<file path="config.mk">
export PLATFORM = sky130hd
export DESIGN_NAME = qr_valley_seq
export DESIGN_NICKNAME = d
export VERILOG_FILES = /design/src/rtl/qrv_pkg.sv /design/src/rtl/qrv_on_timer.sv /design/src/rtl/qrv_valley_det.sv /design/src/rtl/qrv_watchdog.sv /design/src/rtl/qrv_pin_strobe.sv /design/src/rtl/qr_valley_seq.sv
export SDC_FILE = /design/constraint.sdc
export NUM_CORES = 1
export LEC_CHECK = 0
export BUFFER_PORTS_ARGS = -buffer_cell sky130_fd_sc_hd__buf_2
export CAP_MARGIN = 20
export CORE_UTILIZATION = 47
export CTS_BUF_LIST = sky130_fd_sc_hd__clkbuf_16
export DETAILED_ROUTE_END_ITERATION = 10
export PLACE_DENSITY = 0.63
export SLEW_MARGIN = 15
export SYNTH_ARGS = -nofsm -noshare
export SYNTH_HDL_FRONTEND = slang
export SYNTH_HIERARCHICAL = 1
export SYNTH_SLANG_ARGS = --single-unit
export TNS_END_PERCENT = 50
</file>
<file path="constraint.sdc">
create_clock -name clk -period 2.6 [get_ports clk]
set_clock_uncertainty 0.15 [all_clocks]
set_input_delay 0.52 -clock clk [delete_from_list [all_inputs] [get_ports clk]]
set_output_delay 0.52 -clock clk [all_outputs]
set_load 0.02 [all_outputs]
</file>
<file path="src/rtl/qrv_pkg.sv">
package qrv_pkg;

   typedef enum logic [1:0] {
      ST_WAIT  = 2'd0,
      ST_BLANK = 2'd1,
      ST_ON    = 2'd2
   } qrv_state_e;

   function automatic int unsigned qrv_max(input int unsigned a, input int unsigned b);
      return (a > b) ? a : b;
   endfunction

endpackage

</file>
<file path="src/rtl/qrv_on_timer.sv">
module qrv_on_timer #(
   parameter int unsigned ON_MAX   = 4500,
   parameter int unsigned LEB_CS   = 34,
   parameter int unsigned LEB_STOP = 22
) (
   input  logic clk,
   input  logic rst_n,
   input  logic on,
   input  logic off_req,
   output logic leb_cs,
   output logic leb_stop,
   output logic end_pulse
);
   localparam int unsigned CW = $clog2(ON_MAX + 1);
   localparam logic [CW-1:0] LAST_C = CW'(ON_MAX - 1);
   localparam logic [CW-1:0] LEB_C  = CW'(LEB_CS);

   logic [CW-1:0] cnt;

   if (LEB_CS == 0 || LEB_CS >= ON_MAX) begin : g_bad_leb
      $error("qrv_on_timer: LEB_CS must lie in 1..ON_MAX-1");
   end
   if (LEB_STOP > LEB_CS) begin : g_bad_stop
      $error("qrv_on_timer: LEB_STOP may not exceed LEB_CS");
   end

   always_ff @(posedge clk or negedge rst_n) begin
      if (!rst_n)  cnt <= '0;
      else if (on) cnt <= cnt + CW'(1);
      else         cnt <= '0;
   end

   assign leb_cs = on && (cnt < LEB_C);

   if (LEB_STOP == 0) begin : g_no_stop
      assign leb_stop = 1'b0;
   end else begin : g_stop
      localparam logic [CW-1:0] STOP_C = CW'(LEB_STOP);
      assign leb_stop = on && (cnt < STOP_C);

      stop_inside_cs_chk: assert property (@(posedge clk) disable iff (!rst_n)
         leb_stop |-> leb_cs);
   end

   assign end_pulse = on && ((off_req && !leb_cs) || (cnt == LAST_C));


   on_cap_chk: assert property (@(posedge clk) disable iff (!rst_n)
      (on && cnt == LAST_C) |=> !on);

endmodule

</file>
<file path="src/rtl/qrv_valley_det.sv">
module qrv_valley_det #(
   parameter int unsigned VAL_LL  = 1,
   parameter int unsigned VAL_HL  = 2,
   parameter int unsigned TIMEOUT = 913
) (
   input  logic clk,
   input  logic rst_n,
   input  logic en,
   input  logic clr,
   input  logic hl,
   input  logic zcd_hi,
   input  logic zcd_lo,
   output logic valley,
   output logic fire
);
   localparam int unsigned VMAX = qrv_pkg::qrv_max(VAL_LL, VAL_HL);
   localparam int unsigned VW   = $clog2(VMAX + 1);
   localparam int unsigned TW   = $clog2(TIMEOUT + 1);
   localparam logic [TW-1:0] TO_LAST = TW'(TIMEOUT - 1);

   logic          prev_lo;
   logic          armed;
   logic [VW-1:0] vcnt;
   logic [VW-1:0] target;
   logic [TW-1:0] tocnt;
   logic          to_en;
   logic          fire_v;
   logic          fire_to;

   if (VAL_LL == 0 || VAL_HL == 0 || TIMEOUT == 0) begin : g_bad
      $error("qrv_valley_det: valley numbers and TIMEOUT must be nonzero");
   end

   if (VAL_LL == VAL_HL) begin : g_fixed
      assign target = VW'(VAL_LL);
   end else begin : g_sel
      assign target = hl ? VW'(VAL_HL) : VW'(VAL_LL);
   end

   assign valley  = en && armed && prev_lo && !zcd_lo;
   assign fire_v  = valley && (vcnt == target - VW'(1));
   assign to_en   = en && hl && (vcnt != '0);
   assign fire_to = to_en && !zcd_lo && (tocnt == TO_LAST);
   assign fire    = fire_v || fire_to;

   always_ff @(posedge clk or negedge rst_n) begin
      if (!rst_n) begin
         prev_lo <= 1'b0;
         armed   <= 1'b0;
         vcnt    <= '0;
         tocnt   <= '0;
      end else begin
         prev_lo <= zcd_lo;
         if (clr) begin
            armed <= 1'b0;
            vcnt  <= '0;
            tocnt <= '0;
         end else begin
            if (valley)             armed <= 1'b0;
            else if (en && zcd_hi)  armed <= 1'b1;
            if (valley && vcnt != VW'(VMAX)) vcnt <= vcnt + VW'(1);
            if (to_en && !zcd_lo) begin
               if (tocnt != TO_LAST) tocnt <= tocnt + TW'(1);
            end else begin
               tocnt <= '0;
            end
         end
      end
   end


   rearm_chk: assert property (@(posedge clk) disable iff (!rst_n)
      (valley && !clr) |=> !valley);

endmodule

</file>
<file path="src/rtl/qrv_watchdog.sv">
module qrv_watchdog #(
   parameter int unsigned WD_LL = 6875,
   parameter int unsigned WD_HL = 7750
) (
   input  logic clk,
   input  logic rst_n,
   input  logic clr,
   input  logic kick,
   input  logic hl,
   output logic expire
);
   localparam int unsigned WMAX = qrv_pkg::qrv_max(WD_LL, WD_HL);
   localparam int unsigned WW   = $clog2(WMAX + 1);

   logic [WW-1:0] wcnt;
   logic [WW-1:0] lim;

   if (WD_LL < 2 || WD_HL < 2) begin : g_bad
      $error("qrv_watchdog: limits must be at least 2 cycles");
   end

   if (WD_LL == WD_HL) begin : g_one
      assign lim = WW'(WD_LL);
   end else begin : g_two
      assign lim = hl ? WW'(WD_HL) : WW'(WD_LL);
   end

   assign expire = !clr && (wcnt >= lim - WW'(1));

   always_ff @(posedge clk or negedge rst_n) begin
      if (!rst_n)              wcnt <= '0;
      else if (clr || kick)    wcnt <= '0;
      else if (!expire)        wcnt <= wcnt + WW'(1);
   end


   wd_kick_chk: assert property (@(posedge clk) disable iff (!rst_n)
      kick |=> !expire);

endmodule

</file>
<file path="src/rtl/qrv_pin_strobe.sv">
module qrv_pin_strobe #(
   parameter int unsigned N_ON  = 22,
   parameter int unsigned N_OFF = 41
) (
   input  logic clk,
   input  logic rst_n,
   input  logic go_on,
   input  logic go_off,
   output logic pin_gnd
);
   localparam int unsigned GW = $clog2(qrv_pkg::qrv_max(N_ON, N_OFF) + 1);

   logic [GW-1:0] gcnt;

   if (N_ON == 0 || N_OFF == 0) begin : g_bad
      $error("qrv_pin_strobe: both strobe lengths must be nonzero");
   end

   always_ff @(posedge clk or negedge rst_n) begin
      if (!rst_n)            gcnt <= '0;
      else if (go_on)        gcnt <= GW'(N_ON);
      else if (go_off)       gcnt <= GW'(N_OFF);
      else if (gcnt != '0)   gcnt <= gcnt - GW'(1);
   end

   assign pin_gnd = (gcnt != '0);

endmodule

</file>
<file path="src/rtl/qr_valley_seq.sv">
module qr_valley_seq
   import qrv_pkg::*;
#(
   parameter int unsigned ON_MAX_CYC      = 4500,
   parameter int unsigned LEB_CS_CYC      = 34,
   parameter int unsigned GND_ON_CYC      = 22,
   parameter int unsigned GND_OFF_CYC     = 41,
   parameter int unsigned BLANK_NORM_CYC  = 188,
   parameter int unsigned BLANK_START_CYC = 375,
   parameter int unsigned TIMEOUT_CYC     = 913,
   parameter int unsigned WD_LL_CYC       = 6875,
   parameter int unsigned WD_HL_CYC       = 7750,
   parameter int unsigned VALLEY_LL       = 1,
   parameter int unsigned VALLEY_HL       = 2
) (
   input  logic clk,
   input  logic rst_n,
   input  logic cs_trip,
   input  logic zcd_above_hi,
   input  logic zcd_above_lo,
   input  logic line_high,
   input  logic startup_req,
   output logic gate,
   output logic pin_gnd,
   output logic leb_cs,
   output logic leb_stop
);
   localparam int unsigned BW = $clog2(qrv_max(BLANK_NORM_CYC, BLANK_START_CYC) + 1);

   if (BLANK_NORM_CYC == 0 || BLANK_START_CYC < BLANK_NORM_CYC) begin : g_bad_blank
      $error("qr_valley_seq: blanking lengths out of order");
   end
   if (WD_LL_CYC <= BLANK_START_CYC + 1 || WD_HL_CYC <= BLANK_START_CYC + 1) begin : g_bad_wd
      $error("qr_valley_seq: watchdog must outlast startup blanking");
   end

   qrv_state_e st, st_nx;
   logic [BW-1:0] bcnt;
   logic [BW-1:0] blen;
   logic          start_mode;
   logic          hl_q;
   logic          on;
   logic          end_pulse;
   logic          blank_done;
   logic          go_on;
   logic          v_valley;
   logic          v_fire;
   logic          wd_expire;

   assign on         = (st == ST_ON);
   assign gate       = on;
   assign blen       = start_mode ? BW'(BLANK_START_CYC) : BW'(BLANK_NORM_CYC);
   assign blank_done = (st == ST_BLANK) && (bcnt >= blen - BW'(1));
   assign go_on      = (st == ST_WAIT) && (v_fire || wd_expire);

   always_comb begin
      st_nx = st;
      case (st)
         ST_ON:    if (end_pulse)  st_nx = ST_BLANK;
         ST_BLANK: if (blank_done) st_nx = ST_WAIT;
         ST_WAIT:  if (go_on)      st_nx = ST_ON;
         default:                  st_nx = ST_WAIT;
      endcase
   end

   always_ff @(posedge clk or negedge rst_n) begin
      if (!rst_n) begin
         st         <= ST_WAIT;
         bcnt       <= '0;
         start_mode <= 1'b1;
         hl_q       <= 1'b0;
      end else begin
         st <= st_nx;
         if (st == ST_BLANK && !blank_done) bcnt <= bcnt + BW'(1);
         else                               bcnt <= '0;
         if (startup_req)                          start_mode <= 1'b1;
         else if (st == ST_WAIT && zcd_above_hi)   start_mode <= 1'b0;
         if (end_pulse) hl_q <= line_high;
      end
   end

   qrv_on_timer #(
      .ON_MAX   (ON_MAX_CYC),
      .LEB_CS   (LEB_CS_CYC),
      .LEB_STOP (GND_ON_CYC)
   ) u_on (
      .clk       (clk),
      .rst_n     (rst_n),
      .on        (on),
      .off_req   (cs_trip),
      .leb_cs    (leb_cs),
      .leb_stop  (leb_stop),
      .end_pulse (end_pulse)
   );

   qrv_valley_det #(
      .VAL_LL  (VALLEY_LL),
      .VAL_HL  (VALLEY_HL),
      .TIMEOUT (TIMEOUT_CYC)
   ) u_val (
      .clk    (clk),
      .rst_n  (rst_n),
      .en     (st == ST_WAIT),
      .clr    (on),
      .hl     (hl_q),
      .zcd_hi (zcd_above_hi),
      .zcd_lo (zcd_above_lo),
      .valley (v_valley),
      .fire   (v_fire)
   );

   qrv_watchdog #(
      .WD_LL (WD_LL_CYC),
      .WD_HL (WD_HL_CYC)
   ) u_wd (
      .clk    (clk),
      .rst_n  (rst_n),
      .clr    (on),
      .kick   (v_valley),
      .hl     (hl_q),
      .expire (wd_expire)
   );

   qrv_pin_strobe #(
      .N_ON  (GND_ON_CYC),
      .N_OFF (GND_OFF_CYC)
   ) u_gnd (
      .clk     (clk),
      .rst_n   (rst_n),
      .go_on   (go_on),
      .go_off  (end_pulse),
      .pin_gnd (pin_gnd)
   );


   blank_hold_chk: assert property (@(posedge clk) disable iff (!rst_n)
      (st == ST_BLANK) |=> !gate);


   gnd_rise_chk: assert property (@(posedge clk) disable iff (!rst_n)
      $rose(gate) |-> pin_gnd);


   gnd_fall_chk: assert property (@(posedge clk) disable iff (!rst_n)
      $fell(gate) |-> pin_gnd);


   leb_hold_chk: assert property (@(posedge clk) disable iff (!rst_n)
      (gate && leb_cs) |=> gate);


   rise_from_wait_chk: assert property (@(posedge clk) disable iff (!rst_n)
      $rose(gate) |-> $past(st == ST_WAIT));

endmodule

</file>
### After elaboration in Yosys (flattened, before gate mapping)

Cells that the tools add are included.

* register bits after elaboration: 59
* latch bits: 0
* RAM bits: 0
* bits in read-only memories: 0
* bits of input ports: 7
* output and inout bits: 4
* word-level logic and storage cells: 94
* memories: 0

* add/sub/neg operators: 9
* multipliers: 0
* div/mod/pow operators: 0
* order comparisons: 4
* equality and inequality tests: 12
* shift operators: 0
* multiplexer cells: 24
* bitwise logic cells: 0
* reduce and logical (&&, ||, !) cells: 34

Operators by type and width (count)
* $mux 13: 3
* $mux 10: 3
* $add 13x1->13 const B: 2
* $logic_and 1x1->1: 18
* $mux 6: 3
* $mux 9: 2
* $eq 13x13->1 const B: 1
* $ge 13x13->1: 1
* $lt 13x5->1 const B: 1
* $lt 13x6->1 const B: 1
* $sub 13x1->13 const B: 1
* $mux 2: 6
* $mux 11: 1
* $add 10x1->10 const B: 1
* $eq 10x10->1 const B: 1
* $ne 10x10->1 const B: 1
* $add 9x1->9 const B: 1
* $ge 9x9->1: 1
* $sub 9x1->9 const B: 1
* $ne 2x2->1 const B: 4
* $pmux 2 s3: 1
* $reduce_bool 2->1: 3
* $reduce_bool 3->1: 2
* $reduce_bool 6->1: 1
* other kinds (13): 23

### Logic depth before layout (Yosys ltp)

* word-level depth: 10
* mapped depth: 9
* depth with buffers taken out: 8

### By module

Netlist, hierarchy kept.

Modules (own cells, without submodules)
* qrv_watchdog: instances 1, cells each 104, area an instance 914.6 um^2, seq. area each 325.3 um^2
* qrv_valley_det: instances 1, cells each 83, area an instance 800.8 um^2, seq. area each 350.3 um^2
* qrv_on_timer: instances 1, cells each 76, area an instance 738.2 um^2, seq. area each 325.3 um^2
* qr_valley_seq: instances 1, cells each 67, area an instance 713.2 um^2, seq. area each 326.6 um^2
* qrv_pin_strobe: instances 1, cells each 37, area an instance 356.6 um^2, seq. area each 150.1 um^2

### Least setup slack after synthesis

No wires, ideal clock.

* kind: register to register
* start: register st[1]
* end: register u_gnd.gcnt[4]
* library setup time: 0.067 ns
* arrival: 2.481 ns
* data required time: 2.383 ns
* slack: -0.098 ns
* cell stages (with the launch flop): 7
* clock period less this slack: 2.698 ns
* cell sequence: dfrtp_1 nor2b_1 nor4b_1 and3_1 o2bb2ai_1 nor4_1 a311o_1

RTL lines
* start: declaration: RTL line qr_valley_seq.sv:37 `qrv_state_e st, st_nx;`
* start signal: assignment: RTL line qr_valley_seq.sv:73 `st <= st_nx;`
* $eq 2x2->1 (*): RTL line qr_valley_seq.sv:50 `assign on = (st == ST_ON);`
* net gate: RTL line qr_valley_seq.sv:23 `output logic gate,`
* $logic_and 1x1->1 (*): RTL line qrv_on_timer.sv:33 `assign leb_cs = on && (cnt < LEB_C);`
* net leb_cs: RTL line qr_valley_seq.sv:25 `output logic leb_cs,`
* $logic_not 1->1 (*): RTL line qrv_on_timer.sv:45 `assign end_pulse = on && ((off_req && !leb_cs) || (cnt == LAST_C));`
* $logic_and 1x1->1 (*): RTL line qrv_on_timer.sv:45
* $logic_or 1x1->1 (*): RTL line qrv_on_timer.sv:45
* $logic_and 1x1->1 (*): RTL line qrv_on_timer.sv:45
* net end_pulse: RTL line qr_valley_seq.sv:43 `logic end_pulse;`
* $mux 6: RTL line qrv_pin_strobe.sv:22 `else if (go_off) gcnt <= GW'(N_OFF);`
* $mux 6: RTL line qrv_pin_strobe.sv:21 `else if (go_on) gcnt <= GW'(N_ON);`
* end signal: assignment: RTL line qrv_pin_strobe.sv:21
* end signal: assignment: RTL line qrv_pin_strobe.sv:22
* end signal: assignment: RTL line qrv_pin_strobe.sv:23 `else if (gcnt != '0) gcnt <= gcnt - GW'(1);`
* end: declaration: RTL line qrv_pin_strobe.sv:13 `logic [GW-1:0] gcnt;`

The timed path passes the listed nets; every way through them passes the cells marked *.
A chain may end at the register's enable or synchronous reset.

### Final worst setup path

* start: register hl_q
* end: register u_gnd.gcnt[4]

RTL lines
* start: declaration: RTL line qr_valley_seq.sv:41 `logic hl_q;`
* start signal: assignment: RTL line qr_valley_seq.sv:78 `if (end_pulse) hl_q <= line_high;`
* $mux 11 (*): RTL line qrv_watchdog.sv:25 `assign lim = hl ? WW'(WD_HL) : WW'(WD_LL);`
* $sub 13x1->13 (*): RTL line qrv_watchdog.sv:28 `assign expire = !clr && (wcnt >= lim - WW'(1));`
* $ge 13x13->1 (*): RTL line qrv_watchdog.sv:28
* $logic_and 1x1->1 (*): RTL line qrv_watchdog.sv:28
* net wd_expire: RTL line qr_valley_seq.sv:48 `logic wd_expire;`
* $logic_or 1x1->1 (*): RTL line qr_valley_seq.sv:54 `assign go_on = (st == ST_WAIT) && (v_fire || wd_expire);`
* $logic_and 1x1->1 (*): RTL line qr_valley_seq.sv:54
* net go_on: RTL line qr_valley_seq.sv:45 `logic go_on;`
* $reduce_bool 3->1 (no source line) or $mux 6 (tied branches)

Marks and branches as above.

==> qor.json <==
{
  "gr-usage-all-layers": {"value": 20.1, "unit": "%"},
  "cp_cell_sequence": {"value": "ha_1 > a311oi_1 > o21ai_0 > nor2_1 > a21oi_1 > o21a_1 > a311o_1"},
  "grt_max_degree": {"value": 60},
  "globalRoute.totalOverflow": {"value": 0},
  "cts-root-to-sink-buffers": {"value": 2},
  "final_layout_size_suffix_gt1_share": {"value": 12.6, "unit": "%"},
  "max_cap_violations": {"value": 0},
  "dpl-instance-area": {"value": 3680, "unit": "um^2"},
  "crit_fanout": {"value": 7},
  "drtAntennaViolNets": {"value": 0},
  "fin_nets": {"value": 413},
  "synth_top_cells_by_area": {"value": "dfrtp_1, ha_1, a21oi_1, o31ai_1, nor2_1"},
  "critical_path.top_delay_family": {"value": "compound AO/OA/AOI/OAI gates"},
  "stdcell_count": {"value": 488},
  "signed_area_change_from_the_synthesized_netlist_to_the_final_layout": {"value": 11.8, "unit": "%"},
  "design.core.area": {"value": 7250, "unit": "um^2"},
  "critical_path.slowest_cell": {"value": "dfrtp_2"},
  "synth_edf_count": {"value": 0},
  "overall_routed_net_length": {"value": 7080, "unit": "um"},
  "routed-via-count": {"value": 2773},
  "final_util": {"value": 54.3, "unit": "%"},
  "cts_inserted_buffers": {"value": 9},
  "fin_crit": {"value": 2.43, "unit": "ns"},
  "synth_cells": {"value": 367},
  "clock_sink_count": {"value": 59},
  "mostFrequentLayoutCells": {"value": "dfrtp_1, a21oi_1, nor2_1, inv_1, nand2_1"},
  "static_leak": {"value": 1.64, "unit": "nW"},
  "clockRootBuffer": {"value": "clkbuf_16"},
  "timing.critical_path.slowest_cell_delay": {"value": 0.45, "unit": "ns"},
  "design_area": {"value": 3940, "unit": "um^2"},
  "drc": {"value": 0},
  "setup.worst_path.start_class": {"value": "register"},
  "seq_area": {"value": 1480, "unit": "um^2"},
  "via_to_cell_ratio": {"value": 5.68},
  "std_cell_rows": {"value": 31},
  "drt_iter0_markers": {"value": 125},
  "postSynth.topFlopCell": {"value": "dfrtp_1"},
  "worst_ep_arrival_time": {"value": 2.47, "unit": "ns"},
  "floorplan.initialDensity": {"value": 48.6, "unit": "%"},
  "syn_area": {"value": 3520, "unit": "um^2"},
  "design_power_total": {"value": 1.96, "unit": "mW"},
  "tritoncts": {"value": "built"},
  "layout.cells.most_common": {"value": "dfrtp_1"},
  "synth.net_count": {"value": 396},
  "cts_setup_buffers": {"value": 0},
  "synth_async_reset_ratio": {"value": 100, "unit": "%"},
  "critical_path_required": {"value": 2.64, "unit": "ns"},
  "clk_transition_reported_paths": {"value": 0.05, "unit": "ns"},
  "hold_viol": {"value": 0},
  "post-route-period-util": {"value": 93.4, "unit": "%"},
  "detailedPlacementHpwl": {"value": 4890, "unit": "um"},
  "seq_total_area_yosys": {"value": 41.9, "unit": "%"},
  "tightestPinTransition": {"value": 0.631, "unit": "ns"},
  "max-vdd-ir-drop": {"value": 0.000366, "unit": "V"},
  "worst-setup-path-type": {"value": "register to register"},
  "die-area": {"value": 7850, "unit": "um^2"},
  "achievable-frequency": {"value": 412, "unit": "MHz"},
  "synth.avg_cell_area": {"value": 9.60, "unit": "um^2"},
  "boundaryPins": {"value": 11},
  "htree_num_levels": {"value": 3},
  "critPathCaptureType": {"value": "register"},
  "timing.final.max_slew_violations": {"value": 0},
  "die-height": {"value": 88.6, "unit": "um"},
  "fillers": {"value": 674},
  "grt_pass1_vias": {"value": 2550},
  "wire_per_inst": {"value": 14.5, "unit": "um"},
  "yosys_warnings": {"value": 6},
  "outcome": {"value": "completed"},
  "antenna_cells_inserted": {"value": 0},
  "area_occupied_by_multi_input_gates": {"value": 1890, "unit": "um^2"},
  "insertion_delay_to_the_later_sink_of_the_worst_skew_pair": {"value": 0.32, "unit": "ns"},
  "grt_first_pass_wirelength": {"value": 12200, "unit": "um"},
  "area_fraction_of_the_dominant_cell_type_after_synthesis": {"value": 41.2, "unit": "%"},
  "yosysUniqueCellTypes": {"value": 60},
  "dpl_cells": {"value": 472},
  "setup_viol": {"value": 0},
  "hold_class": {"value": "primary input to async pin"},
  "grt_antenna_before_repair": {"value": 0},
  "normalized_max_slew_margin": {"value": 57.9, "unit": "%"},
  "grt_setup_unrepaired": {"value": "true"},
  "port-buffer-count": {"value": 10},
  "critical_path_buffer_and_inverter_count": {"value": 0},
  "synth_top_cell_by_area": {"value": "dfrtp_1"},
  "die_w": {"value": 88.6, "unit": "um"},
  "drt_pass_1_iters": {"value": 5},
  "synth-seq-cells": {"value": 59},
  "cellPowerDensity": {"value": 497, "unit": "nW/um^2"},
  "gp_congestion": {"value": 0.858},
  "fin_setup_tns": {"value": 0, "unit": "ns"}
}
==> state kept, by name, summed over array words and instances, names as in the netlist, 2 cells and up <==
register and cells:
u_on/cnt 13, u_val/tocnt 10, u_wd/wcnt 13, u_val/vcnt 2, st 2, u_gnd/gcnt 6, bcnt 9
==> synth_stat cells (3+ instances only) <==
master,number
o21ai_0,14
a31oi_1,3
nand2_1,24
nor4_1,9
or2_2,3
buf_6,4
nand2b_1,6
inv_1,22
nor2b_1,3
ha_1,22
clkbuf_1,3
nor3_1,4
or3_2,3
nand3_1,19
nor2_1,27
dfrtp_1,58
a21oi_1,34
or3_1,8
nand4_1,8
or4_1,12
xor2_1,8
xnor2_1,7
a21o_1,3
and3_1,6
o31ai_1,15
==> path summary, 6_finish.rpt <==
kind                                  startpoint                   endpoint  slack [ns]  cells past startpoint
hold reg to reg            u_on/cnt[0]$_DFF_PN0_      u_on/cnt[0]$_DFF_PN0_        0.33                      1
min in group clk                    zcd_above_lo    u_val/prev_lo$_DFF_PN0_        0.18                      1
setup reg to reg                hl_q$_DFFE_PN0P_  u_gnd/gcnt[4]$_DFFE_PN0P_        0.17                      7
max in group asynchronous                  rst_n     start_mode$_DFFE_PN1P_        1.94                      2
setup / recovery                hl_q$_DFFE_PN0P_  u_gnd/gcnt[4]$_DFFE_PN0P_        0.17                      7
hold / removal                             rst_n          bcnt[3]$_DFF_PN0_        0.05                      2
==> per-stage QoR <==
stage	setup slack (ns)	hold WS, ns
4_1_cts	0.169	0.0654
6_report	0.170	0.0471
3_5_place_dp	0.183	0.325
5_1_grt	-0.0122	0.0848
2_1_floorplan	0.200	0.0744
3_3_place_gp	0.264	0.321
==> cell families after synthesis <==
logic type | Yosys count | synth area share, %
AND/OR/NAND/NOR | 152 | 25.4
adder cells (fa/ha/maj) | 22 | 7.81
buffers and inverters | 32 | 4.51
XOR/XNOR | 15 | 3.73
multiplexers | 3 | 0.888
flip-flops | 59 | 41.9
AO/OA/AOI/OAI | 84 | 15.7
==> cell type report <==
| class | instances | area share, % |
|---|---|---|
| inverter | 22 | 2.10 |
| timing repair buffer | 16 | 2.73 |
| multi-input combinational | 276 | 48.0 |
| clock buffer | 9 | 5.72 |
| clock inverter | 7 | 0.763 |
| sequential | 59 | 37.6 |
| tap | 99 | 3.15 |
==> where the power goes <==
part           internal (mW)  switching [mW]
Clock                  0.623           0.388
Combinational        0.00676          0.0194
Sequential             0.921        0.000218
==> per-layer routing <==
layer	up-vias	track usage (%)	wire, um
li1	1390	-	-
met4	0	8.50	124
met2	34	30.1	3120
met5	-	0	0
met1	1338	28.7	3680
met3	11	3.64	150
==> what timing repair did <==
item | in CTS | in global routing
hold buffers | 0 | 0
resized for setup | 0 | 1
endpoints found under the setup margin | 0 | 6
endpoints found under the hold margin | 0 | 0
Note: power is estimated with default switching activity, not from simulation.
